===== src/rtl/stt_pkg.sv =====
package stt_pkg;
    parameter int SEL_W  = 4;
    parameter int ADDR_W = 16;
    parameter int DATA_W = 32;
    parameter int MASK_W = 4;
    localparam int NUM_MACROS = 1 << SEL_W;

    typedef struct packed {
        logic [ADDR_W-1:0] addr;
        logic [DATA_W-1:0] data;
        logic              cs_n;
        logic              we_n;
        logic [MASK_W-1:0] mask;
    } port_cmd_t;

    typedef struct packed {
        logic [SEL_W-1:0] sel;
        port_cmd_t        p0;
        port_cmd_t        p1;
    } cmd_word_t;

    localparam int WORD_W = $bits(cmd_word_t);

    typedef struct packed {
        logic [ADDR_W-1:0]     addr;
        logic [DATA_W-1:0]     wdata;
        logic                  we_n;
        logic [MASK_W-1:0]     mask;
        logic [NUM_MACROS-1:0] cs_n;
    } bus_t;

    localparam bus_t BUS_IDLE = '{addr: '0, wdata: '0, we_n: 1'b1,
                                  mask: '0, cs_n: '1};
endpackage


===== src/rtl/stt_cmd_reg.sv =====
module stt_cmd_reg
    import stt_pkg::*;
(
    input  logic              clk,
    input  logic              rst_n,
    input  logic              shift_en,
    input  logic              ser_in,
    input  logic              load_en,
    input  cmd_word_t         load_word,
    input  logic [1:0]        cap_en,
    input  logic [DATA_W-1:0] cap_data0,
    input  logic [DATA_W-1:0] cap_data1,
    output cmd_word_t         word_q
);
    cmd_word_t word_d;

    // capture wins over shift and load on the same edge
    always_comb begin
        word_d = word_q;
        if (|cap_en) begin
            if (cap_en[0]) word_d.p0.data = cap_data0;
            if (cap_en[1]) word_d.p1.data = cap_data1;
        end else if (shift_en) begin
            word_d = cmd_word_t'({word_q[WORD_W-2:0], ser_in});
        end else if (load_en) begin
            word_d = load_word;
        end
    end

    always_ff @(posedge clk or negedge rst_n) begin
        if (!rst_n) word_q <= '0;
        else        word_q <= word_d;
    end
endmodule


===== src/rtl/stt_port_drv.sv =====
module stt_port_drv
    import stt_pkg::*;
#(
    parameter logic BANK = 1'b0
) (
    input  logic             clk,
    input  logic             rst_n,
    input  logic             launch,
    input  logic [SEL_W-1:0] sel,
    input  port_cmd_t        cmd,
    output bus_t             bus_q
);
    bus_t bus_d;

    always_comb begin
        bus_d = BUS_IDLE;
        if (launch && (sel[SEL_W-1] == BANK)) begin
            bus_d.addr       = cmd.addr;
            bus_d.wdata      = cmd.data;
            bus_d.we_n       = cmd.we_n;
            bus_d.mask       = cmd.mask;
            bus_d.cs_n[sel]  = cmd.cs_n;
        end
    end

    always_ff @(posedge clk or negedge rst_n) begin
        if (!rst_n) bus_q <= BUS_IDLE;
        else        bus_q <= bus_d;
    end
endmodule


===== src/rtl/stt_rd_track.sv =====
module stt_rd_track
    import stt_pkg::*;
(
    input  logic             clk,
    input  logic             rst_n,
    input  logic             launch,
    input  logic [SEL_W-1:0] sel,
    input  logic [1:0]       rd_req,
    output logic [1:0]       cap_en,
    output logic [SEL_W-1:0] cap_sel
);
    typedef struct packed {
        logic [1:0]       rd_a;
        logic [SEL_W-1:0] sel_a;
        logic [1:0]       rd_b;
        logic [SEL_W-1:0] sel_b;
    } trk_t;

    trk_t trk_d, trk_q;

    // stage a: access on the bus; stage b: macro data valid
    always_comb begin
        trk_d       = trk_q;
        trk_d.rd_a  = launch ? rd_req : 2'b00;
        trk_d.sel_a = launch ? sel : trk_q.sel_a;
        trk_d.rd_b  = trk_q.rd_a;
        trk_d.sel_b = trk_q.sel_a;
    end

    always_ff @(posedge clk or negedge rst_n) begin
        if (!rst_n) trk_q <= '0;
        else        trk_q <= trk_d;
    end

    assign cap_en  = trk_q.rd_b;
    assign cap_sel = trk_q.sel_b;
endmodule


===== src/rtl/stt_scan_ctrl.sv =====
module stt_scan_ctrl
    import stt_pkg::*;
(
    input  logic                              clk,
    input  logic                              rst_n,
    input  logic                              src_serial,
    input  logic                              scan_en,
    input  logic                              ser_in,
    output logic                              ser_out,
    input  logic                              par_load,
    input  logic [WORD_W-1:0]                 par_word,
    output logic [WORD_W-1:0]                 word_out,
    input  logic                              mem_launch,
    output logic [ADDR_W-1:0]                 l0_addr,
    output logic [DATA_W-1:0]                 l0_wdata,
    output logic                              l0_we_n,
    output logic [MASK_W-1:0]                 l0_mask,
    output logic [NUM_MACROS-1:0]             l0_cs_n,
    output logic [ADDR_W-1:0]                 l1_addr,
    output logic [DATA_W-1:0]                 l1_wdata,
    output logic                              l1_we_n,
    output logic [MASK_W-1:0]                 l1_mask,
    output logic [NUM_MACROS-1:0]             l1_cs_n,
    output logic [ADDR_W-1:0]                 r_addr,
    output logic [DATA_W-1:0]                 r_wdata,
    output logic                              r_we_n,
    output logic [MASK_W-1:0]                 r_mask,
    output logic [NUM_MACROS-1:0]             r_cs_n,
    input  logic [NUM_MACROS-1:0][DATA_W-1:0] rd_data0,
    input  logic [NUM_MACROS-1:0][DATA_W-1:0] rd_data1
);
    localparam int NUM_LANES = 3;

    cmd_word_t        word_q;
    logic             shift_en, load_en, launch;
    logic [1:0]       cap_en, rd_req;
    logic [SEL_W-1:0] cap_sel;
    port_cmd_t        lane_cmd [NUM_LANES];
    bus_t             lane_bus [NUM_LANES];

    assign shift_en = src_serial && scan_en;
    assign load_en  = !src_serial && par_load;
    assign launch   = !scan_en && mem_launch;
    assign rd_req   = {!word_q.p1.cs_n && word_q.p1.we_n,
                       !word_q.p0.cs_n && word_q.p0.we_n};

    stt_cmd_reg u_cmd (
        .clk       (clk),
        .rst_n     (rst_n),
        .shift_en  (shift_en),
        .ser_in    (ser_in),
        .load_en   (load_en),
        .load_word (cmd_word_t'(par_word)),
        .cap_en    (cap_en),
        .cap_data0 (rd_data0[cap_sel]),
        .cap_data1 (rd_data1[cap_sel]),
        .word_q    (word_q)
    );

    stt_rd_track u_trk (
        .clk     (clk),
        .rst_n   (rst_n),
        .launch  (launch),
        .sel     (word_q.sel),
        .rd_req  (rd_req),
        .cap_en  (cap_en),
        .cap_sel (cap_sel)
    );

    // lanes 0,1: left bank ports; lane 2: right bank, fed by port 0
    assign lane_cmd[0] = word_q.p0;
    assign lane_cmd[1] = word_q.p1;
    assign lane_cmd[2] = word_q.p0;

    for (genvar g = 0; g < NUM_LANES; g++) begin : g_lane
        stt_port_drv #(.BANK(g == NUM_LANES - 1)) u_drv (
            .clk    (clk),
            .rst_n  (rst_n),
            .launch (launch),
            .sel    (word_q.sel),
            .cmd    (lane_cmd[g]),
            .bus_q  (lane_bus[g])
        );
    end

    assign ser_out  = word_q[WORD_W-1];
    assign word_out = word_q;

    assign l0_addr  = lane_bus[0].addr;
    assign l0_wdata = lane_bus[0].wdata;
    assign l0_we_n  = lane_bus[0].we_n;
    assign l0_mask  = lane_bus[0].mask;
    assign l0_cs_n  = lane_bus[0].cs_n;
    assign l1_addr  = lane_bus[1].addr;
    assign l1_wdata = lane_bus[1].wdata;
    assign l1_we_n  = lane_bus[1].we_n;
    assign l1_mask  = lane_bus[1].mask;
    assign l1_cs_n  = lane_bus[1].cs_n;
    assign r_addr   = lane_bus[2].addr;
    assign r_wdata  = lane_bus[2].wdata;
    assign r_we_n   = lane_bus[2].we_n;
    assign r_mask   = lane_bus[2].mask;
    assign r_cs_n   = lane_bus[2].cs_n;
endmodule


===== config.mk =====
export PLATFORM = sky130hd
export DESIGN_NAME = stt_scan_ctrl
export DESIGN_NICKNAME = d
export VERILOG_FILES = /design/src/rtl/stt_pkg.sv /design/src/rtl/stt_cmd_reg.sv /design/src/rtl/stt_port_drv.sv /design/src/rtl/stt_rd_track.sv /design/src/rtl/stt_scan_ctrl.sv
export SDC_FILE = /design/constraint.sdc
export NUM_CORES = 1
export LEC_CHECK = 0
export BUFFER_PORTS_ARGS = -buffer_cell sky130_fd_sc_hd__clkbuf_2
export CAP_MARGIN = 0
export CORE_AREA = 4 4 572 574
export DETAILED_ROUTE_END_ITERATION = 10
export DIE_AREA = 0 0 576 578
export GPL_ROUTABILITY_DRIVEN = 0
export PLACE_DENSITY_LB_ADDON = 0.05
export SKIP_CTS_REPAIR_TIMING = 1
export SYNTH_ARGS = -nofsm -noshare
export SYNTH_HDL_FRONTEND = slang
export SYNTH_SLANG_ARGS = --single-unit

===== constraint.sdc =====
create_clock -name clk -period 1.8 [get_ports clk]
set_clock_uncertainty 0.15 [all_clocks]
set_input_delay 0.27 -clock clk [delete_from_list [all_inputs] [get_ports clk]]
set_output_delay 0.27 -clock clk [all_outputs]
set_load 0.005 [all_outputs]

# [Word-level counts from Yosys, hierarchy flattened]
# Index checks and enable logic that the tools add are counted.
[totals] reg_bits=331 input_bits=1143 out_inout_bits=320 elab_cells=74
[op_classes] order_cmp=3 n_eq_ne=2 muxes=16 n_bitwise=5 n_reduce_logical=18
[ops] operator="32-bit binary-select mux with 4-bit select" count=2
[ops] operator="112-bit 2-to-1 mux" count=2
[ops] operator="69-bit 2-to-1 mux" count=3
[ops] operator="32-bit 2-to-1 mux" count=6
[ops] operator="16-bit OR" count=2
[ops] operator="16-bit inverter" count=1
[ops] operator="4-bit by 5-bit less-than comparator with 1-bit output, second input constant" count=2
[ops] operator="1-bit logical AND" count=8
[ops] operator="2-bit AND reduction" count=3
[ops] operator="1-bit demux with 4-bit select" count=1
[ops] operator="4-bit by 1-bit >= comparator with 1-bit output, second input constant" count=1
[ops] operator="1-bit logical NOT" count=4
[ops] operator="2-bit by 1-bit inequality test with 1-bit output, second input constant" count=2
[ops] operator="3-bit nonzero test" count=1
[ops] operator="2-bit 2-to-1 mux" count=1
[ops] operator="1-bit inverter" count=2
[ops] operator="2-bit nonzero test" count=1
[ops] operator="2-bit OR reduction" count=1
[ops] operator="1-bit 2-to-1 mux" count=1

# [Depth between registers and ports, before layout]
# Gate-level depths: netlist of the first run.
[logic_depth] depth_word=7 mapped_depth=9 mapped_depth_nobuf=4

# [Cells and area by module]
# From an unflattened synthesis of the first run, not the netlist that was laid out.
[unflattened] hier_cells=1517 area_unflattened_um2=20307.0
[modules_own_cells] module="stt_scan_ctrl" instances=1 cells_per_inst=542 area_each_um2=7479.7
[modules_own_cells] module="stt_cmd_reg" instances=1 cells_per_inst=525 area_each_um2=5721.7
[modules_own_cells] module="stt_port_drv (g_lane[0].u_drv ...)" instances=2 cells_per_inst=142 area_each_um2=2245.9
[modules_own_cells] module="stt_port_drv (g_lane[2].u_drv)" instances=1 cells_per_inst=148 area_each_um2=2253.4
[modules_own_cells] module="stt_rd_track" instances=1 cells_per_inst=18 area_each_um2=360.3

# [Least setup slack after synthesis of the first run]
# Ideal clock, no wire load.
[synth_path] path_kind="reg2reg" from="register u_trk.trk_q, in the netlist u_trk.cap_sel[0]" to="register, netlist name u_cmd.word_q[69]" setup_time_ns=0.147 t_arrival_ns=1.737 setup_slack_ns=-0.234 stages_incl_launch_ff=8 cell_sequence="dfrtp_1 > buf_2 > buf_6 > buf_2 > mux4_2 > mux2_2 > nand2_1 > a311oi_1"
[synth_via] elab_chain_len=4
[synth_lines] element="start: declaration" line="stt_rd_track.sv:19" source="trk_t trk_d, trk_q;"
[synth_lines] element="start signal: assignment" line="stt_rd_track.sv:32" source="else trk_q <= trk_d;"
[synth_lines] element="32-bit binary-select mux with 4-bit select" line="stt_scan_ctrl.sv:55" source=".cap_data0 (rd_data0[cap_sel]),"
[synth_lines] element="32-bit 2-to-1 mux (implied by the code)" line="stt_scan_ctrl.sv:55"
[synth_lines] element="32-bit 2-to-1 mux" line="stt_cmd_reg.sv:21" source="if (cap_en[0]) word_d.p0.data = cap_data0;"
[synth_lines] element="32-bit 2-to-1 mux" line="stt_cmd_reg.sv:20" source="if (|cap_en) begin"
# No other way between the ends. The select of a mux whose other input is x is not followed.
# A chain may end at the register's enable or synchronous reset.

# [Final worst setup path of the first run]
[layout_path] from="register u_trk.trk_q, in the netlist u_trk.cap_sel[0]" to="register, netlist name u_cmd.word_q[72]"
[layout_via] elab_chain_len=4
[layout_lines] element="32-bit binary-select mux with 4-bit select" line="stt_scan_ctrl.sv:55"
[layout_lines] element="32-bit 2-to-1 mux (implied by the code)" line="stt_scan_ctrl.sv:55"
[layout_lines] element="32-bit 2-to-1 mux" line="stt_cmd_reg.sv:21"
[layout_lines] element="32-bit 2-to-1 mux" line="stt_cmd_reg.sv:20"
# No other way between the ends. The select of a mux whose other input is x is not followed.

==> impl_metrics.toml, run 1 <==
[synthesis]
async_reset_ff_frac = 1.00
synth_cell_types = 33
syn_area_um2 = 20700
post_synth_main_area_contributors = "dfrtp_1 34%, mux4_2 21%, mux2i_1 13%"
synth.yosys.seq_area_share = 0.403
synth-main-ff-cell = "dfrtp_1"
synth_enable_flop_cells = 0
ys_seq_elements = 331
synth_area_per_cell_um2 = 12.3
synth.largest_area_cell = "dfrtp_1"
netlist_instances = 1691
ys_warn_count = 0
synth_top_area_frac = 0.338

[floorplan]
row_count = 209
die_w_um = 576
core_area_um2 = 323000
io_pins = 1463
start_util = 0.0642
die_h_um = 578
die-area_um2 = 333000

[clock_network]
clkLatencyLatePin_ns = 0.73
clock_sinks = 331
clkTransAtPathRegs_ns = 0.07
cts_buffers = 55
cts_buffer_depth = 3
cts-root-buf = "clkbuf_16"
cts_tree = "done"
cts_max_level = 2

[worst_setup_path]
r2r_cells = 7
required_ns = 2.21
worstPathArrival_ns = 2.99
worstPathMaxFanout = 15
startpoint_type = "flip-flop"
crit_path_end_kind = "flip-flop"
critical_path_class = "reg -> reg"

[min_path]
hold_depth = 5
hp-class = "in -> reg"

[run_status]
outcome = "finished with violations"
violations = "hold timing, setup timing"

[pwr]
vdd_drop_max_mv = 0.770
power_leakage_nw = 19.4
power_density_nw_per_um2 = 1130

[grt]
grt_start_max_net_pins = 58
antenna_found_initial = 242
grt_usage = 0.142
grt_overflow = 0
grt_pass1_vias = 25400
grt_pass1_wl_um = 305000

[route]
drt-total-wl_um = 251000
vias_per_cell = 3.00
drt_iter0_drc = 963
vias = 24300
drt_pass1_iterations = 5
wl_per_cell_um = 31.0
drc = 0
antenna_left = 0

[timing]
tightest_slew_ns = 0.878
hold_viol = 1
fmax_ghz = 0.388
layout_setup_ws_ns = -0.779
whs_ns = -0.0152
setup-violations-final = 80
period_needed_ns = 2.58
rsz0062_at_grt = "yes"
fin_crit_sh = 1.43
slew_viol_final = 0
max-slew-margin-rel = 0.413

[finish]
drive_above_1_share = 0.683
final_cell_mix = "1367 x clkbuf_2, 346 x buf_4, 247 x mux2i_1"
n_fill_cell = 37000
layout.nets = 4804
final_common_cell = "clkbuf_2"
synthToLayoutAreaGrowth_pct = 105
final_core_util = 0.132

[run]
cap_violations = 0

[place]
hpwlAfterDp_um = 216000
port_buffers = 1462
dpl_worst_slack_ns = -1.12
[worst paths after layout]
check,start,endpoint,slack [ns]
max reg2reg,u_trk.cap_sel[0],u_cmd.word_q[72],-0.78
max in group asynchronous,rst_n,u_cmd.word_q[97],0.04
min in group asynchronous,rst_n,u_cmd.word_q[94],0.10
min reg2reg,u_trk.trk_d[5],u_trk.cap_en[1],0.19
max,u_trk.cap_sel[0],u_cmd.word_q[72],-0.78
min,rd_data0[144],u_cmd.word_q[76],-0.02
[where the power goes]
group,switching (mW),internal [mW],leakage [nW]
combinational,13.0,13.0,14.4
sequential,1.55,8.71,4.02
clock,4.86,6.91,0.941
total,19.4,28.6,19.4
[synth_stat cells (all sizes together), types with 26 or more instances]
master,n
nor2,69
and2,158
mux2i,267
mux2,41
clkbuf,99
buf,70
mux4,192
and3,64
a221oi,38
nand2,111
a311oi,64
o21ai,86
dfrtp,280
o211ai,26
a22oi,26
or2,26
dfstp,51
[per-stage QoR]
step / std cells / hold WS (ns) / cell area (um^2) / setup TNS [ns] / total power [mW]
floorplan: 1714 / -0.176 / 20900 / -8.25 / 18.8
global placement: 7679 / 0.0278 / 36500 / -64.20 / 33.7
detailed placement: 7679 / 0.0281 / 36500 / -61.66 / 33.5
CTS: 7783 / -0.829 / 38500 / -75.98 / 46.1
global route: 8054 / -0.00526 / 42400 / -57.40 / 51.1
finish: 8083 / -0.0152 / 42500 / -42.62 / 48.0
[layout make-up]
type | instances | area, um^2 | share of cell area
timing repair buffer | 2059 | 14300 | 0.337
multi-input combinational | 1212 | 12200 | 0.288
sequential | 331 | 8480 | 0.200
tap | 4325 | 5410 | 0.127
clock buffer | 87 | 1660 | 0.0391
clock inverter | 17 | 264 | 0.00622
antenna | 50 | 125 | 0.00295
inverter | 2 | 10.0 | 0.000236
[per-layer routing]
| layer | vias to the layer above | global-route usage | part of all wire |
|---|---|---|---|
| met4 | 106 | 0.0192 | 0.019 |
| met1 | 12000 | 0.166 | 0.40 |
| li1 | 10500 | - | - |
| met2 | 1251 | 0.253 | 0.50 |
| met3 | 414 | 0.0482 | 0.077 |
| met5 | - | 0 | 0.0026 |
[cells by family after synthesis]
kind of cell           count (synthesis)  synth area share
AO/OA/AOI/OAI                        243            0.0838
buffers and inverters                171            0.0406
flip-flops                           331             0.403
other                                  1          0.000181
AND/OR/NAND/NOR                      445             0.113
multiplexers                         500             0.360
[state kept, by name (all words and copies together), names as in the netlist]
register	cells
u_cmd.word_q	112
u_trk.cap_en	2
g_lane.u_drv.bus_q	207
u_trk.trk_d	6
u_trk.cap_sel	4
[critical path, cell delays in order, from the launching register on]
cell and delay (ns):
dfrtp_4 0.52, buf_12 0.20, buf_6 0.16, clkbuf_16 0.18, mux4_2 0.57, o21ai_1 0.32
buf_4 0.17, a311oi_1 0.07
(Power assumes the default switching activity.)
==> inputs of run 2 (changes only) <==
clock period = 2.1 ns   (was 1.8 ns; I/O delays follow)
==> run 2 against run 1 <==
Sequential power is 13% lower. Clock power fell by 8%. The run ends with setup timing left. Worst setup slack improved by 0.33 ns. Routed wire length grew 1.2%. Combinational power decreased by 30%. Sequential cell count did not move. Largest power group unchanged. Via count down 2.7%. Register-to-register slack better by 0.33 ns. Die area is the same. Critical endpoint is now u_cmd.word_q[90]. Fmax increased by 1.3%. Design area fell by 7.3%. Highest routed layer unchanged.
==> impl_metrics.toml, run 2 (synthesis gave the netlist of run 1 again) <==
[route]
drt_pass1_iterations = 5
drc = 0
drt-total-wl_um = 254000
wl_per_cell_um = 32.3
antenna_left = 0
vias = 23600
vias_per_cell = 3.00
drt_iter0_drc = 1147

[finish]
regMostFlops = "g_lane.u_drv.bus_q"
final_core_util = 0.122
drive_above_1_share = 0.630
final_cell_mix = "1460 x clkbuf_2, 263 x dfrtp_1, 255 x mux2i_1"
layout.nets = 4596
largest_reg_flops = 207
final_cell_area_um2 = 39400
synthToLayoutAreaGrowth_pct = 89.9
final_common_cell = "clkbuf_2"
stdcell_count = 7875

[worst_setup_path]
slowest_stage = "mux4_2"
critPathTopFamily = "multiplexers"
cp_common_cell = "buf_12"
critical_path_class = "reg -> reg"
startpoint_type = "flip-flop"
path_cells = "buf_12, buf_12, mux4_2, mux2i_4, buf_4, or2_2, a311oi_1"
critPathBufInv = 3
max_stage_delay_ns = 0.54
worstPathMaxFanout = 17
worstPathArrival_ns = 2.94
crit_path_end_kind = "flip-flop"
required_ns = 2.49

[pwr]
finalPower_mw = 37.9
p_sw_frac = 0.410
seqPwrFrac = 0.237
power_leakage_nw = 17.9
vdd_drop_max_mv = 0.642
power_frac_comb = 0.478
clock_power_share = 0.285
p_int_mw = 22.4
power_density_nw_per_um2 = 962
switching_power_mw = 15.5

[place]
hpwlAfterDp_um = 220000
port_buffers = 1462
dpl_cell_area_um2 = 35600
dpl_worst_slack_ns = -0.886
place_inst = 7591

[floorplan]
io_pins = 1463
die_h_um = 578
die_w_um = 576
row_count = 209
start_util = 0.0642
die-area_um2 = 333000
core_area_um2 = 323000

[grt]
grt_overflow = 0
grt_start_max_net_pins = 60
grt_pass1_vias = 25200
grt_pass1_wl_um = 312000
grt_usage = 0.146
antenna_found_initial = 250

[timing]
tightest_slew_ns = 0.779
hold_viol = 0
period_needed_ns = 2.55
max-slew-margin-rel = 0.480
slew_viol_final = 0
fmax_ghz = 0.393
fin_crit_sh = 1.21
rsz0062_at_grt = "yes"
whs_ns = 0.0161
setup-violations-final = 64
finalSetupTns_ns = -18.48
layout_setup_ws_ns = -0.446

[clock_network]
cts_buffer_depth = 3
cts_max_level = 2
clkTransAtPathRegs_ns = 0.07
cts_buffers = 58
cts_tree = "done"
clock_sinks = 331
clkLatencyLatePin_ns = 0.71
cts-root-buf = "clkbuf_16"

[run_status]
outcome = "finished with violations"
violations = "setup timing"

[run]
cap_violations = 0

[min_path]
hp-class = "in -> reg"
run 2: cell type report:
| cell class | count | area [um^2] |
|---|---|---|
| antenna | 48 | 120 |
| clock buffer | 89 | 1710 |
| clock inverter | 20 | 339 |
| fill | 37300 | 283000 |
| inverter | 2 | 10.0 |
| multi-input combinational | 1212 | 11900 |
| sequential | 331 | 8390 |
| tap | 4325 | 5410 |
| timing repair buffer | 1848 | 11500 |
run 2: final timing paths:
| path | startpoint | to | slack, ns | cells past startpoint |
|---|---|---|---|---|
| max | u_trk.cap_sel[0] | u_cmd.word_q[90] | -0.45 | 7 |
| min | rd_data1[150] | u_cmd.word_q[28] | 0.02 | 5 |
| max in group asynchronous | rst_n | g_lane[2].u_drv.bus_q[68] | 0.56 | 3 |
| max reg2reg | u_trk.cap_sel[0] | u_cmd.word_q[90] | -0.45 | 7 |
| min in group asynchronous | rst_n | g_lane[2].u_drv.bus_q[7] | 0.15 | 2 |
| min reg2reg | u_trk.trk_d[4] | u_trk.cap_en[0] | 0.21 | 0 |
run 2: metal layers:
layer / routed length, um / track usage / vias to the layer above / share of wire
li1: - / - / 10100 / -
met5: 657 / 0 / - / 0.0026
met3: 19500 / 0.0483 / 421 / 0.077
met2: 125000 / 0.257 / 1330 / 0.49
met4: 4880 / 0.0200 / 106 / 0.019
met1: 104000 / 0.175 / 11700 / 0.41
run 2: worst min-delay path: cells and delay by family:
| family | cells | cell delay (ns) |
|---|---|---|
| AOI/OAI and AO/OA | 3 | 0.27 |
| muxes | 1 | 0.12 |
| buffers and inverters | 1 | 0.09 |
run 2: power groups by stage:
| stage | sequential [mW] | combinational (mW) | clock, mW |
|---|---|---|---|
| global placement | 9.25 | 18.1 | 0 |
| detailed placement | 9.24 | 18.1 | 0 |
| global route | 9.22 | 19.6 | 11.6 |
| finish | 8.98 | 18.1 | 10.8 |
| CTS | 9.13 | 18.1 | 11.6 |
| floorplan | 8.17 | 7.80 | 0 |
